## src/rtl/gov_pkg.sv

```systemverilog
package gov_pkg;
  localparam int BIN_W       = 8;
  localparam int MODE_W      = 3;
  localparam int UPM_LSB     = 3;
  localparam int DNM_LSB     = 0;
  localparam int LIM_MAX_LSB = 8;
  localparam int LIM_MIN_LSB = 0;

  localparam logic [MODE_W-1:0] UPM_IDLE_MIN = 3'd1;
  localparam logic [MODE_W-1:0] UPM_BUSY_AVG = 3'd2;
  localparam logic [MODE_W-1:0] UPM_BUSY_RUN = 3'd4;
  localparam logic [MODE_W-1:0] DNM_IDLE_RUN = 3'd1;
  localparam logic [MODE_W-1:0] DNM_BUSY_AVG = 3'd2;
endpackage

```

## src/rtl/gov_idle_filter.sv

```systemverilog
module gov_idle_filter #(
  parameter int CNT_W = 16
) (
  input  logic             clk,
  input  logic             rst_n,
  input  logic             tick_i,
  input  logic             busy_i,
  input  logic [CNT_W-1:0] hyst_i,
  output logic             eff_idle_o
);
  logic [CNT_W-1:0] streak_q;
  logic [CNT_W:0]   streak_inc;

  assign streak_inc = {1'b0, streak_q} + 1'b1;
  assign eff_idle_o = tick_i && !busy_i && (streak_inc >= {1'b0, hyst_i});

  always_ff @(posedge clk or negedge rst_n) begin
    if (!rst_n) begin
      streak_q <= '0;
    end else if (tick_i) begin
      if (busy_i)           streak_q <= '0;
      else if (!(&streak_q)) streak_q <= streak_q + 1'b1;
    end
  end

  // a busy tick restarts the idle streak
  p_busy_clears_streak_r4: assert property (@(posedge clk) disable iff (!rst_n)
    (tick_i && busy_i) |=> (streak_q == '0));
endmodule

```

## src/rtl/gov_run_counter.sv

```systemverilog
module gov_run_counter #(
  parameter int CNT_W = 16
) (
  input  logic             clk,
  input  logic             rst_n,
  input  logic             tick_i,
  input  logic             inc_i,
  input  logic             clr_i,
  input  logic             restart_i,
  input  logic [CNT_W-1:0] thr_i,
  output logic             due_o
);
  logic [CNT_W-1:0] run_q, run_nxt;

  always_comb begin
    run_nxt = run_q;
    if (inc_i && !(&run_q)) run_nxt = run_q + 1'b1;
    else if (clr_i)         run_nxt = '0;
  end

  assign due_o = inc_i && (run_nxt >= thr_i);

  always_ff @(posedge clk or negedge rst_n) begin
    if (!rst_n)         run_q <= '0;
    else if (restart_i) run_q <= '0;
    else                run_q <= run_nxt;
  end

  // without a tick the run length holds
  p_run_holds_r13: assert property (@(posedge clk) disable iff (!rst_n)
    !tick_i |=> $stable(run_q));
endmodule

```

## src/rtl/gov_window.sv

```systemverilog
module gov_window #(
  parameter int CNT_W = 16
) (
  input  logic             clk,
  input  logic             rst_n,
  input  logic             tick_i,
  input  logic             busy_i,
  input  logic             restart_i,
  input  logic [CNT_W-1:0] interval_i,
  output logic             end_o,
  output logic [CNT_W-1:0] busy_tot_o
);
  logic [CNT_W-1:0] pos_q, bsy_q;
  logic [CNT_W:0]   len;

  assign len        = {1'b0, pos_q} + 1'b1;
  assign end_o      = tick_i && (len >= {1'b0, interval_i});
  assign busy_tot_o = bsy_q + CNT_W'(tick_i && busy_i);

  always_ff @(posedge clk or negedge rst_n) begin
    if (!rst_n) begin
      pos_q <= '0;
      bsy_q <= '0;
    end else if (restart_i || end_o) begin
      pos_q <= '0;
      bsy_q <= '0;
    end else if (tick_i) begin
      pos_q <= pos_q + 1'b1;
      bsy_q <= busy_tot_o;
    end
  end

  // busy ticks can never outnumber the ticks seen in the window
  p_busy_within_window_r5: assert property (@(posedge clk) disable iff (!rst_n)
    bsy_q <= pos_q);
endmodule

```

## src/rtl/gov_bin_ctrl.sv

```systemverilog
module gov_bin_ctrl #(
  parameter int BIN_W    = 8,
  parameter int INIT_BIN = 0
) (
  input  logic             clk,
  input  logic             rst_n,
  input  logic             want_up_i,
  input  logic             want_dn_i,
  input  logic [BIN_W-1:0] ceil_i,
  input  logic [BIN_W-1:0] floor_i,
  output logic             take_o,
  output logic             step_up_o,
  output logic             step_dn_o,
  output logic [BIN_W-1:0] bin_o
);
  logic [BIN_W-1:0] bin_q;
  logic             take_up, take_dn;

  assign take_up = want_up_i && (bin_q < ceil_i);
  assign take_dn = !want_up_i && want_dn_i && (bin_q > floor_i);
  assign take_o  = take_up || take_dn;
  assign bin_o   = bin_q;

  always_ff @(posedge clk or negedge rst_n) begin
    if (!rst_n) begin
      bin_q     <= BIN_W'(INIT_BIN);
      step_up_o <= 1'b0;
      step_dn_o <= 1'b0;
    end else begin
      step_up_o <= take_up;
      step_dn_o <= take_dn;
      if (take_up)      bin_q <= bin_q + 1'b1;
      else if (take_dn) bin_q <= bin_q - 1'b1;
    end
  end

  // a step up raises the bin by one
  p_up_by_one_r9: assert property (@(posedge clk) disable iff (!rst_n)
    step_up_o |-> (bin_q == BIN_W'($past(bin_q) + 1'b1)));
  // a step down lowers the bin by one
  p_down_by_one_r9: assert property (@(posedge clk) disable iff (!rst_n)
    step_dn_o |-> (bin_q == BIN_W'($past(bin_q) - 1'b1)));
  // no pulse, no bin change
  p_quiet_bin_r9: assert property (@(posedge clk) disable iff (!rst_n)
    (!step_up_o && !step_dn_o) |-> $stable(bin_q));
  // a step up never lands above the ceiling
  p_under_ceiling_r10: assert property (@(posedge clk) disable iff (!rst_n)
    step_up_o |-> (bin_q <= $past(ceil_i)));
  // a step down never lands below the floor
  p_over_floor_r10: assert property (@(posedge clk) disable iff (!rst_n)
    step_dn_o |-> (bin_q >= $past(floor_i)));
  // the two pulses are exclusive
  p_pulse_exclusive_r12: assert property (@(posedge clk) disable iff (!rst_n)
    !(step_up_o && step_dn_o));
endmodule

```

## src/rtl/busy_step_gov.sv

```systemverilog
module busy_step_gov
  import gov_pkg::*;
#(
  parameter int CNT_W    = 16,
  parameter int INIT_BIN = 0
) (
  input  logic             clk,
  input  logic             rst_n,
  input  logic             tick_i,
  input  logic             busy_i,
  input  logic [5:0]       mode_i,
  input  logic [15:0]      bin_limits_i,
  input  logic [CNT_W-1:0] up_interval_i,
  input  logic [CNT_W-1:0] up_threshold_i,
  input  logic [CNT_W-1:0] down_interval_i,
  input  logic [CNT_W-1:0] down_threshold_i,
  input  logic [CNT_W-1:0] idle_hyst_i,
  output logic             step_up_o,
  output logic             step_down_o,
  output logic [BIN_W-1:0] cur_bin_o
);
  logic [MODE_W-1:0] up_mode, dn_mode;
  logic              busy_tick, eff_idle, restart;
  logic              up_run_due, dn_run_due, up_end, dn_end;
  logic [CNT_W-1:0]  up_busy, dn_busy, up_len, up_idle;
  logic              want_up, want_dn;

  assign up_mode   = mode_i[UPM_LSB +: MODE_W];
  assign dn_mode   = mode_i[DNM_LSB +: MODE_W];
  assign busy_tick = tick_i && busy_i;

  gov_idle_filter #(.CNT_W(CNT_W)) u_filt (
    .clk(clk), .rst_n(rst_n), .tick_i(tick_i), .busy_i(busy_i),
    .hyst_i(idle_hyst_i), .eff_idle_o(eff_idle));

  gov_run_counter #(.CNT_W(CNT_W)) u_busy_run (
    .clk(clk), .rst_n(rst_n), .tick_i(tick_i), .inc_i(busy_tick),
    .clr_i(eff_idle), .restart_i(restart), .thr_i(up_threshold_i),
    .due_o(up_run_due));

  gov_run_counter #(.CNT_W(CNT_W)) u_idle_run (
    .clk(clk), .rst_n(rst_n), .tick_i(tick_i), .inc_i(eff_idle),
    .clr_i(busy_tick), .restart_i(restart), .thr_i(down_threshold_i),
    .due_o(dn_run_due));

  gov_window #(.CNT_W(CNT_W)) u_up_win (
    .clk(clk), .rst_n(rst_n), .tick_i(tick_i), .busy_i(busy_i),
    .restart_i(restart), .interval_i(up_interval_i),
    .end_o(up_end), .busy_tot_o(up_busy));

  gov_window #(.CNT_W(CNT_W)) u_dn_win (
    .clk(clk), .rst_n(rst_n), .tick_i(tick_i), .busy_i(busy_i),
    .restart_i(restart), .interval_i(down_interval_i),
    .end_o(dn_end), .busy_tot_o(dn_busy));

  // a zero interval closes a window on every tick, i.e. length one
  assign up_len  = (up_interval_i == '0) ? CNT_W'(1) : up_interval_i;
  assign up_idle = up_len - up_busy;

  always_comb begin
    unique case (up_mode)
      UPM_BUSY_RUN: want_up = up_run_due;
      UPM_BUSY_AVG: want_up = up_end && (up_busy >= up_threshold_i);
      UPM_IDLE_MIN: want_up = up_end && (up_idle < up_threshold_i);
      default:      want_up = 1'b0;
    endcase
    unique case (dn_mode)
      DNM_IDLE_RUN: want_dn = dn_run_due;
      DNM_BUSY_AVG: want_dn = dn_end && (dn_busy < down_threshold_i);
      default:      want_dn = 1'b0;
    endcase
  end

  gov_bin_ctrl #(.BIN_W(BIN_W), .INIT_BIN(INIT_BIN)) u_bin (
    .clk(clk), .rst_n(rst_n), .want_up_i(want_up), .want_dn_i(want_dn),
    .ceil_i(bin_limits_i[LIM_MAX_LSB +: BIN_W]),
    .floor_i(bin_limits_i[LIM_MIN_LSB +: BIN_W]),
    .take_o(restart), .step_up_o(step_up_o), .step_dn_o(step_down_o),
    .bin_o(cur_bin_o));

  // a cycle without a tick yields no step in the next cycle
  p_no_tick_no_step_r13: assert property (@(posedge clk) disable iff (!rst_n)
    !tick_i |=> (!step_up_o && !step_down_o));
endmodule

```

## config.mk

```make
export PLATFORM = sky130hd
export DESIGN_NAME = busy_step_gov
export DESIGN_NICKNAME = d
export VERILOG_FILES = /design/src/rtl/gov_pkg.sv /design/src/rtl/gov_idle_filter.sv /design/src/rtl/gov_run_counter.sv /design/src/rtl/gov_window.sv /design/src/rtl/gov_bin_ctrl.sv /design/src/rtl/busy_step_gov.sv
export SDC_FILE = /design/constraint.sdc
export NUM_CORES = 1
export LEC_CHECK = 0
export ABC_CLOCK_PERIOD_IN_PS = 6000
export CAP_MARGIN = 5
export CORE_MARGIN = 2
export CORE_UTILIZATION = 50
export CTS_BUF_LIST = sky130_fd_sc_hd__clkbuf_8
export CTS_CLUSTER_DIAMETER = 50
export CTS_CLUSTER_SIZE = 25
export DETAILED_ROUTE_END_ITERATION = 8
export DONT_BUFFER_PORTS = 1
export GPL_TIMING_DRIVEN = 0
export PLACE_DENSITY = 0.77
export SYNTH_ARGS = -nofsm -noshare
export SYNTH_HDL_FRONTEND = slang
export SYNTH_SLANG_ARGS = --single-unit
```

## constraint.sdc

```tcl
create_clock -name clk -period 6 [get_ports clk]
set_input_delay 0.6 -clock clk [delete_from_list [all_inputs] [get_ports clk]]
set_output_delay 0.6 -clock clk [all_outputs]
set_load 0.02 [all_outputs]
```

==> results of run 1 <==
## cell families (layout without fill, tap and decap cells)
group | after synthesis | after routing | share of synthesized area, %
xor+xnor | 90 | 90 | 7.180
flops | 122 | 122 | 27.81
fa+ha+maj | 173 | 173 | 19.85
simple gates | 375 | 375 | 17.67
mux | 21 | 21 | 2.029
buf+inv | 181 | 255 | 6.462
compound gates | 298 | 298 | 19.00
## placed cells by master, fill, tap and decap left out, drive strengths merged, types with 9 or more instances in the layout
master   instances
ha             171
inv            138
dfrtp          122
nand2           88
a22o            63
nand3           60
a21oi           60
clkbuf          57
nor2            55
buf             53
o21ai           51
xnor2           46
nor2b           44
xor2            44
o31ai           31
nand4           30
and3            26
nor3            25
a21o            20
mux2i           14
o2bb2ai         11
or3             10
o21a            10
nand2b          10
a211oi           9
## sequential cells by signal, indices dropped and copies added, names as in the netlist
| name | flops |
|---|---|
| u_bin.step_dn_o | 1 |
| u_bin.step_up_o | 1 |
| u_dn_win.bsy_q | 16 |
| u_bin.bin_o | 8 |
| u_up_win.pos_q | 16 |
| u_filt.streak_q | 16 |
| u_up_win.bsy_q | 16 |
| u_busy_run.run_q | 16 |
| u_idle_run.run_q | 16 |
| u_dn_win.pos_q | 16 |
## critical path, delay by kind of cell (launching register included)
family                   cells  cell delay [ns]
XOR/XNOR                     3             0.56
AND/OR/NAND/NOR              5             0.67
multiplexers                 1             0.26
flip-flops                   1             0.41
adder cells (fa/ha/maj)      5             1.41
AO/OA/AOI/OAI               12             1.96
buffers and inverters        5             0.61
## area by class of cell
type / instances / area (um2) / area share, %
flip-flops and latches: 122 / 3055 / 24.27
plain buffers: 43 / 216.5 / 1.719
multi-input cells: 957 / 7672 / 60.94
repair buffers: 45 / 382.9 / 3.041
clock buffers: 22 / 302.8 / 2.405
well taps: 280 / 350.3 / 2.782
inverters: 137 / 516.7 / 4.104
clock inverters: 8 / 93.84 / 0.7453
## what timing repair did
action	4_1_cts	5_1_grt
hold endpoints to repair	122	0
setup endpoints to repair	104	104
gates cloned	0	2
buffers inserted	21	22
resized for setup	45	53
pin swaps	20	45
hold buffers	1	0
## report_power, final
group	internal [mW]	switching, mW
Combinational	0.306	0.358
Clock	0.416	0.340
Sequential	0.886	0.0922
## per-layer routing
metal	vias to the layer above	wire, um
li1	4667	-
met1	4664	11970
met2	280	14120
met3	52	1657
met4	0	703
met5	-	0
## worst max path at each step
stage                                   from              to  slack [ns]  cells past startpoint
after floorplan                       busy_i  u_bin.bin_o[7]        0.04                     32
after global placement    u_filt.streak_q[0]  u_bin.bin_o[7]       -0.92                     28
after detailed placement  u_filt.streak_q[0]  u_bin.bin_o[7]       -1.11                     30
after CTS                 u_filt.streak_q[5]  u_bin.bin_o[7]       0.008                     30
after global routing       u_up_win.bsy_q[0]  u_bin.bin_o[6]       -0.29                     31
final                      u_up_win.bsy_q[0]  u_bin.bin_o[6]        0.02                     31
## through the flow
stage	cells	TNS (ns)	util (%)	hold WS (ns)
final	1614	0	58.05	0.07694
after global routing	1614	-2.273	58.05	0.1201
after CTS	1592	0	56.05	0.1477
after detailed placement	1540	-48.32	52.48	0.3135
after global placement	1540	-34.43	52.48	0.3125
after floorplan	1260	0	-	0.3044
==> flow_summary.ini, run 1 <==
[worst_setup_path]
path_class = flop to flop
crit_required_ns = 6.34
critPathSlowestCell = dfrtp_1
r2r_setup_slack_ns = 0.02
crit_path_end_kind = flop
worstSetupStartpointType = flop
r2r-start = u_up_win.bsy_q[0]
r2r-end = u_bin.bin_o[6]
path_max_fanout = 5
max_stage_delay_ns = 0.41
cp.arrival_ns = 6.32
rr_worst_depth = 31

[power_and_ir_drop]
p_leak_nw = 6.413
power_mw = 2.398
p_per_area_nw_per_um2 = 190.5
peakVddDrop_mv = 0.1154

[grt]
grt.busiest_layer = met2
grt_pass1_wl_mm = 45.54
antenna_found_initial = 0
grtUsageMet3_pct = 4.920
grt_use_met2_pct = 41.81
grt_use_total_pct = 23.88
grt_start_max_net_pins = 123
grt.overflow.total = 0
grt_pass1_vias = 9409
use_met1_pct = 29.65

[routing]
drt.antenna.violating_nets = 0
routed_via_density = 5.987
wire_per_inst_um = 17.63
remaining_drc_errors = 0
via_count = 9663
drt_iter0_markers = 594
dr.pass1.iters = 5
postRouteWirelength_mm = 28.46

[synth]
syn_area_um2 = 10980
yosys.area.top_type = dfrtp_1
synthTopCellsByCount = ha_1, inv_1, dfrtp_1
ys_types = 59
yosysSeqAreaShare_pct = 27.81
synth-async-reset-ratio_pct = 100.0
syn_nets = 1539
synth_edf_count = 0
synth.most_common_cell = ha_1
synth_area_leaders = dfrtp_1, ha_1, a22o_1
ys_warn_count = 0
avgSynthCellArea_um2 = 8.713
syn_inst = 1260
synth_top_area_share_pct = 27.81
synth_top_flop_cell = dfrtp_1
yosys_register_bits = 122

[finish]
fin_nets = 1602
drive_gt1_share_pct = 12.67
area_growth_pct = 14.69
nFillCells = 1874
diodes = 0
design_area_um2 = 12590

[timing]
slew_violations = 0
min_period_ns = 5.984
grt_setup_unrepaired = yes
tightest_slew_ns = 0.8770
setup_viol = 0
skew_ns = 0.01309
fin_crit_sh_pct = 99.73
setup_ws_ns = 0.01595
maxSlewHeadroom_pct = 41.53
max_clock_freq_mhz = 167.1
hold_viol_final = 0

[die]
coreArea_um2 = 21690
dieWidth_um = 152.2
start_util_pct = 50.62
rows = 54
io_pins = 116
dieArea_um2 = 23160
die_h_um = 152.2

[placement]
post-dp-hpwl_mm = 21.20
gp_congestion = 0.8847
placed_area_um2 = 11380
place_ws_ns = -1.112
portBuffers = 0

[clock_tree]
clock_path_buffers = 2
cts_tree = built
cts_buffers = 17
cts_sinks = 122
clkTransAtPathRegs_ns = 0.07
cts_root_buf = clkbuf_8
h-tree-depth = 4
insertion_delay_ns = 0.45

[outcome]
outcome = finished, final reports clean

[job]
maxCapViolCount = 0

[worst_hold_path]
hp-class = input port to asynchronous set/reset pin
No activity file was read; power rests on OpenSTA's default activity.
==> inputs of run 2 (changes only) <==
--- a/config.mk
+++ b/config.mk
@@ -18,4 +18,5 @@
 export PLACE_DENSITY = 0.77
 export SYNTH_ARGS = -nofsm -noshare
 export SYNTH_HDL_FRONTEND = slang
+export SYNTH_HIERARCHICAL = 1
 export SYNTH_SLANG_ARGS = --single-unit
==> run 2 against run 1 <==
  * The flow now finishes with violations (setup timing)
  * First-iteration DRC count grew 66%
  * Final cell count rose by 22%
  * Synthesized area rose by 16%
  * Clock skew up 0.0042 ns
  * Critical path depth grew 6
  * Critical path type unchanged
  * Largest power group is now combinational logic
==> flow_summary.ini, run 2 <==
[worst_setup_path]
critPathSlowestCell = dfrtp_2
rr_worst_depth = 37
crit_path_end_kind = flop
max_stage_delay_ns = 0.42
crit_path_frequent_cell = o21ai_2
worstSetupStartpointType = flop
path_max_fanout = 7
cp.arrival_ns = 7.27
crit_required_ns = 6.37
path_class = flop to flop

[routing]
drt.antenna.violating_nets = 0
routed_via_density = 6.047
postRouteWirelength_mm = 35.73
remaining_drc_errors = 0
wire_per_inst_um = 18.08
dr.pass1.iters = 5
via_count = 11950
drt_iter0_markers = 987

[grt]
grt_start_max_net_pins = 123
grt_use_total_pct = 25.88
grt.overflow.total = 0
grt_pass1_wl_mm = 56.19
antenna_found_initial = 0
grt_pass1_vias = 11580

[worst_hold_path]
hp-class = input port to asynchronous set/reset pin

[die]
rows = 58
dieWidth_um = 163.8
io_pins = 116
start_util_pct = 50.83
die_h_um = 163.8
dieArea_um2 = 26820
coreArea_um2 = 25110

[timing]
max_clock_freq_mhz = 144.9
slew_violations = 0
skew_ns = 0.01727
setup_viol = 105
setup_ws_ns = -0.8995
hold_viol_final = 0
grt_setup_unrepaired = yes
maxSlewHeadroom_pct = 53.19
min_period_ns = 6.899
fin_crit_sh_pct = 115.0
tightest_slew_ns = 0.6932

[finish]
multi_input_area_um2 = 9432
diodes = 0
fin_nets = 1913
final_util_pct = 61.36
area_growth_pct = 20.72
layout_commonest_cell = inv_1
regArea_um2 = 3067
final_cell_mix = inv_1, ha_1, dfrtp_1, nand2_1, nor2_1
nFillCells = 2131
drive_gt1_share_pct = 21.20

[clock_tree]
cts_buffers = 17
insertion_delay_ns = 0.45
clock_path_buffers = 2
cts_sinks = 122
clkTransAtPathRegs_ns = 0.09
cts_root_buf = clkbuf_8
h-tree-depth = 4
cts_tree = built

[synth]
ys_warn_count = 6
yosys_register_bits = 122
synth_area_leaders = dfrtp_1, ha_1, inv_1
yosysSeqAreaShare_pct = 23.92
synth-async-reset-ratio_pct = 100.0
avgSynthCellArea_um2 = 8.341
ys_types = 98
syn_inst = 1530
synth.most_common_cell = ha_1
synth_top_area_share_pct = 23.92
synthTopCellsByCount = ha_1, inv_1, dfrtp_1
syn_area_um2 = 12760
syn_nets = 1810
yosys.area.top_type = dfrtp_1
synth_edf_count = 0
synth_top_flop_cell = dfrtp_1

[placement]
place_ws_ns = -2.001
gp_congestion = 0.9007
portBuffers = 0
post-dp-hpwl_mm = 24.52

[power_and_ir_drop]
p_leak_nw = 7.322
power_mw = 3.509
p_per_area_nw_per_um2 = 227.8
peakVddDrop_mv = 0.2040

[outcome]
outcome = finished, violations left
violations = setup timing

[job]
maxCapViolCount = 0
run 2: cell count changes after synthesis, sizes merged, moves of 18 or more:
cell | previous run | this run
nand2 | 88 | 111
inv | 137 | 169
a22o | 63 | 13
a32oi | 0 | 18
nor3 | 25 | 51
nor2 | 55 | 101
a21oi | 60 | 87
o31ai | 31 | 9
run 2: per-layer routing:
| metal | vias up | track usage (%) | share of wire (%) |
|---|---|---|---|
| li1 | 5725 | - | - |
| met1 | 5736 | 32.40 | 43 |
| met2 | 405 | 45.19 | 49 |
| met3 | 83 | 3.510 | 5.1 |
| met4 | 0 | 9.968 | 2.8 |
| met5 | - | 0 | 0 |
run 2: path summary, 6_finish.rpt:
check	end	startpoint	slack, ns
max in group asynchronous	u_filt/streak_q[9]	rst_n	5.35
setup reg to reg	u_bin/bin_o[7]	u_filt/streak_q[5]	-0.90
hold reg to reg	u_up_win/bsy_q[15]	u_up_win/bsy_q[15]	0.53
min in group clk	u_up_win/pos_q[2]	tick_i	0.40
setup / recovery	u_bin/bin_o[7]	u_filt/streak_q[5]	-0.90
hold / removal	u_bin/step_up_o	rst_n	0.10
run 2: kinds of logic (layout without fill, tap and decap cells):
family / Yosys count / after routing / synth area share, %
xor+xnor: 96 / 96 / 6.588
compound gates: 326 / 326 / 18.48
fa+ha+maj: 174 / 174 / 17.18
simple gates: 560 / 560 / 24.95
buf+inv: 242 / 358 / 7.843
mux: 10 / 10 / 1.039
flops: 122 / 122 / 23.92
run 2: metrics by stage:
stage	hold WS [ns]	setup TNS, ns	instance area, um2	cells
final	0.1022	-65.95	15410	1976
after global routing	0.1331	-91.32	15410	1976
after CTS	0.1088	-71.61	14920	1953
after detailed placement	0.3083	-170.10	13410	1860
after global placement	0.3093	-157.00	13410	1860
after floorplan	0.3044	-5.733	13000	1530
run 2: layout make-up:
cell class                 instances  area share [%]
tap                              330           2.680
clock buffer                      17           1.519
clock inverter                    15           1.324
multi-input combinational       1166           61.22
timing repair inverter             1         0.04873
inverter                         171           4.256
sequential                       122           19.91
buffer                            70           3.582
timing repair buffer              84           5.466
run 2: critical path: cells and delay by family (launching register included):
kind            cells  cell delay [ns]
simple gates       15             2.34
compound gates     13             2.28
buf+inv             5             0.81
fa+ha+maj           3             0.74
flops               1             0.42
xor+xnor            1             0.23
run 2: repair_timing:
| action | 4_1_cts | 5_1_grt |
|---|---|---|
| cloned | 7 | 0 |
| setup endpoints to repair | 106 | 106 |
| setup buffers | 53 | 26 |
| gates resized for setup | 109 | 68 |
| hold buffers | 1 | 0 |
| pin swaps | 41 | 59 |
| endpoints found under the hold margin | 122 | 0 |
run 2: power by group:
group	internal [mW]	switching, mW
logic	0.741	0.793
clock network	0.429	0.416
registers	0.930	0.199
total	2.10	1.41
==> inputs of run 3 (changes only) <==
--- a/config.mk
+++ b/config.mk
@@ -8,14 +8,14 @@
 export ABC_CLOCK_PERIOD_IN_PS = 6000
 export CAP_MARGIN = 5
 export CORE_MARGIN = 2
-export CORE_UTILIZATION = 50
+export CORE_UTILIZATION = 60
 export CTS_BUF_LIST = sky130_fd_sc_hd__clkbuf_8
 export CTS_CLUSTER_DIAMETER = 50
 export CTS_CLUSTER_SIZE = 25
 export DETAILED_ROUTE_END_ITERATION = 8
 export DONT_BUFFER_PORTS = 1
 export GPL_TIMING_DRIVEN = 0
-export PLACE_DENSITY = 0.77
+export PLACE_DENSITY = 0.88
 export SYNTH_ARGS = -nofsm -noshare
 export SYNTH_HDL_FRONTEND = slang
 export SYNTH_HIERARCHICAL = 1
==> run 3 against run 2 <==
  * The run still ends with setup timing left
  * Highest routed layer unchanged
  * Final area decreased by 5.3%
  * Critical path type unchanged
  * Hold slack got worse by 0.0071 ns
  * Non-clock buffer count is 28 lower
  * Register-to-register slack lost 0.03 ns
  * Fmax fell by 0.40%
==> flow_summary.ini, run 3 (same netlist as run 2, synthesis figures left out) <==
[routing]
routed_via_density = 6.325
drt_iter0_markers = 877
wire_per_inst_um = 18.25
drt.antenna.violating_nets = 0
remaining_drc_errors = 0
postRouteWirelength_mm = 34.55
dr.pass1.iters = 8
via_count = 11970

[power_and_ir_drop]
p_per_area_nw_per_um2 = 228.7
peakVddDrop_mv = 0.1702
pwr-share-clk_pct = 21.8
power_mw = 3.336
p_sw_mw = 1.363
p_leak_nw = 7.039
seq_power_share_pct = 33.8
internal-power_mw = 1.973
p_comb_share_pct = 44.4
swShare_pct = 40.86

[worst_setup_path]
critical_path_buf_inv_count = 1
path_class = flop to flop
r2r-start = u_filt/streak_q[1]
path_max_fanout = 6
max_stage_delay_ns = 0.42
critPathTopFamily = compound AO/OA/AOI/OAI gates
crit_path_end_kind = flop
cp.arrival_ns = 7.28
startpoint = u_filt/streak_q[1]
crit_required_ns = 6.35
r2r_setup_slack_ns = -0.93
crit_path_frequent_cell = a21oi_1
critPathSlowestCell = dfrtp_2
worstSetupStartpointType = flop

[timing]
slew_violations = 0
max_clock_freq_mhz = 144.4
maxSlewHeadroom_pct = 51.89
min_period_ns = 6.927
fin_crit_sh_pct = 115.5
fin_hold_ws_ns = 0.09506
skew_ns = 0.01396
setup_ws_ns = -0.9272
hold_viol_final = 0
grt_setup_unrepaired = yes
setup_viol = 105
tightest_slew_ns = 0.7124

[clock_tree]
h-tree-depth = 4
insertion_delay_ns = 0.47
clock_path_buffers = 2
cts_root_buf = clkbuf_8
cts_sinks = 122
cts_buffers = 17
cts_tree = built
clkTransAtPathRegs_ns = 0.08

[outcome]
violations = setup timing
outcome = finished, violations left

[placement]
portBuffers = 0
post-dp-hpwl_mm = 24.40
gp_congestion = 0.9350

[die]
start_util_pct = 60.90
coreArea_um2 = 20960
dieWidth_um = 149.8
rows = 53
die_h_um = 149.8
io_pins = 116
dieArea_um2 = 22450

[finish]
diodes = 0
fin_nets = 1885
area_growth_pct = 14.32
nFillCells = 1607
drive_gt1_share_pct = 17.00
final_cell_mix = inv_1, ha_1, dfrtp_1, nand2_1, nor2_1
layout_commonest_cell = inv_1

[grt]
grt_start_max_net_pins = 123
grt.overflow.total = 0
antenna_found_initial = 0
grt_pass1_vias = 11700
grt_use_total_pct = 30.24
grt_pass1_wl_mm = 55.24

[worst_hold_path]
hp-class = input port to asynchronous set/reset pin

[job]
maxCapViolCount = 0
## run 3: cell count changes in the layout (fill, tap and decap cells not counted), sizes merged
cell	change
buf	-21
clkbuf	-7
clkinv	+3
bufinv	-2
inv	-2
clkinvlp	+1
## run 3: through the flow
stage / TNS [ns] / util (%) / setup WS (ns) / instance area [um2] / cells
2_1_floorplan: -5.733 / - / -0.3290 / 13000 / 1530
3_3_place_gp: -138.96 / 63.69 / -1.703 / 13350 / 1805
3_5_place_dp: -156.99 / 63.69 / -1.881 / 13350 / 1805
4_1_cts: -67.02 / 67.77 / -0.9517 / 14200 / 1876
5_1_grt: -94.88 / 69.63 / -1.172 / 14590 / 1893
6_report: -62.58 / 69.63 / -0.9272 / 14590 / 1893
## run 3: path summary, 6_finish.rpt
path                                            to  depth (start not counted)
worst max-delay path                u_bin/bin_o[6]                         34
worst min-delay path                u_bin/bin_o[3]                          1
worst max register to register      u_bin/bin_o[6]                         34
worst min register to register  u_up_win/bsy_q[15]                          1
max in group asynchronous       u_filt/streak_q[6]                          1
min in group clk                 u_up_win/pos_q[2]                          3
## run 3: per-layer routing
layer | track usage, % | up-vias | part of all wire [%]
met2 | 52.01 | 498 | 49
met5 | 0 | - | 0
met4 | 13.58 | 0 | 3.7
li1 | - | 5668 | -
met3 | 4.482 | 112 | 6.3
met1 | 37.47 | 5695 | 41
## run 3: layout make-up
cell class	instances	area [um2]	share of cell area [%]
inverter	171	649.4	4.451
timing repair inverter	1	7.507	0.05145
tap	275	344.1	2.358
clock buffer	17	234.0	1.604
timing repair buffer	57	535.5	3.670
multi-input combinational	1166	9169	62.84
clock inverter	15	140.1	0.9605
sequential	122	3064	21.00
buffer	69	446.7	3.061
## run 3: timing repair
| item | 4_1_cts | 5_1_grt |
|---|---|---|
| hold buffers | 1 | 0 |
| setup endpoints to repair | 106 | 106 |
| cloned | 1 | 0 |
| setup buffers | 37 | 19 |
| resized for setup | 38 | 53 |
| pin swaps | 28 | 29 |
| hold endpoints to repair | 122 | 0 |
## run 3: power groups by stage
stage	registers (mW)	clock network [mW]	logic, mW
global route	1.14	0.771	1.66
floorplan	1.10	0	1.10
finish	1.13	0.729	1.48
CTS	1.12	0.735	1.41
global placement	1.13	0	1.27
detailed placement	1.14	0	1.34
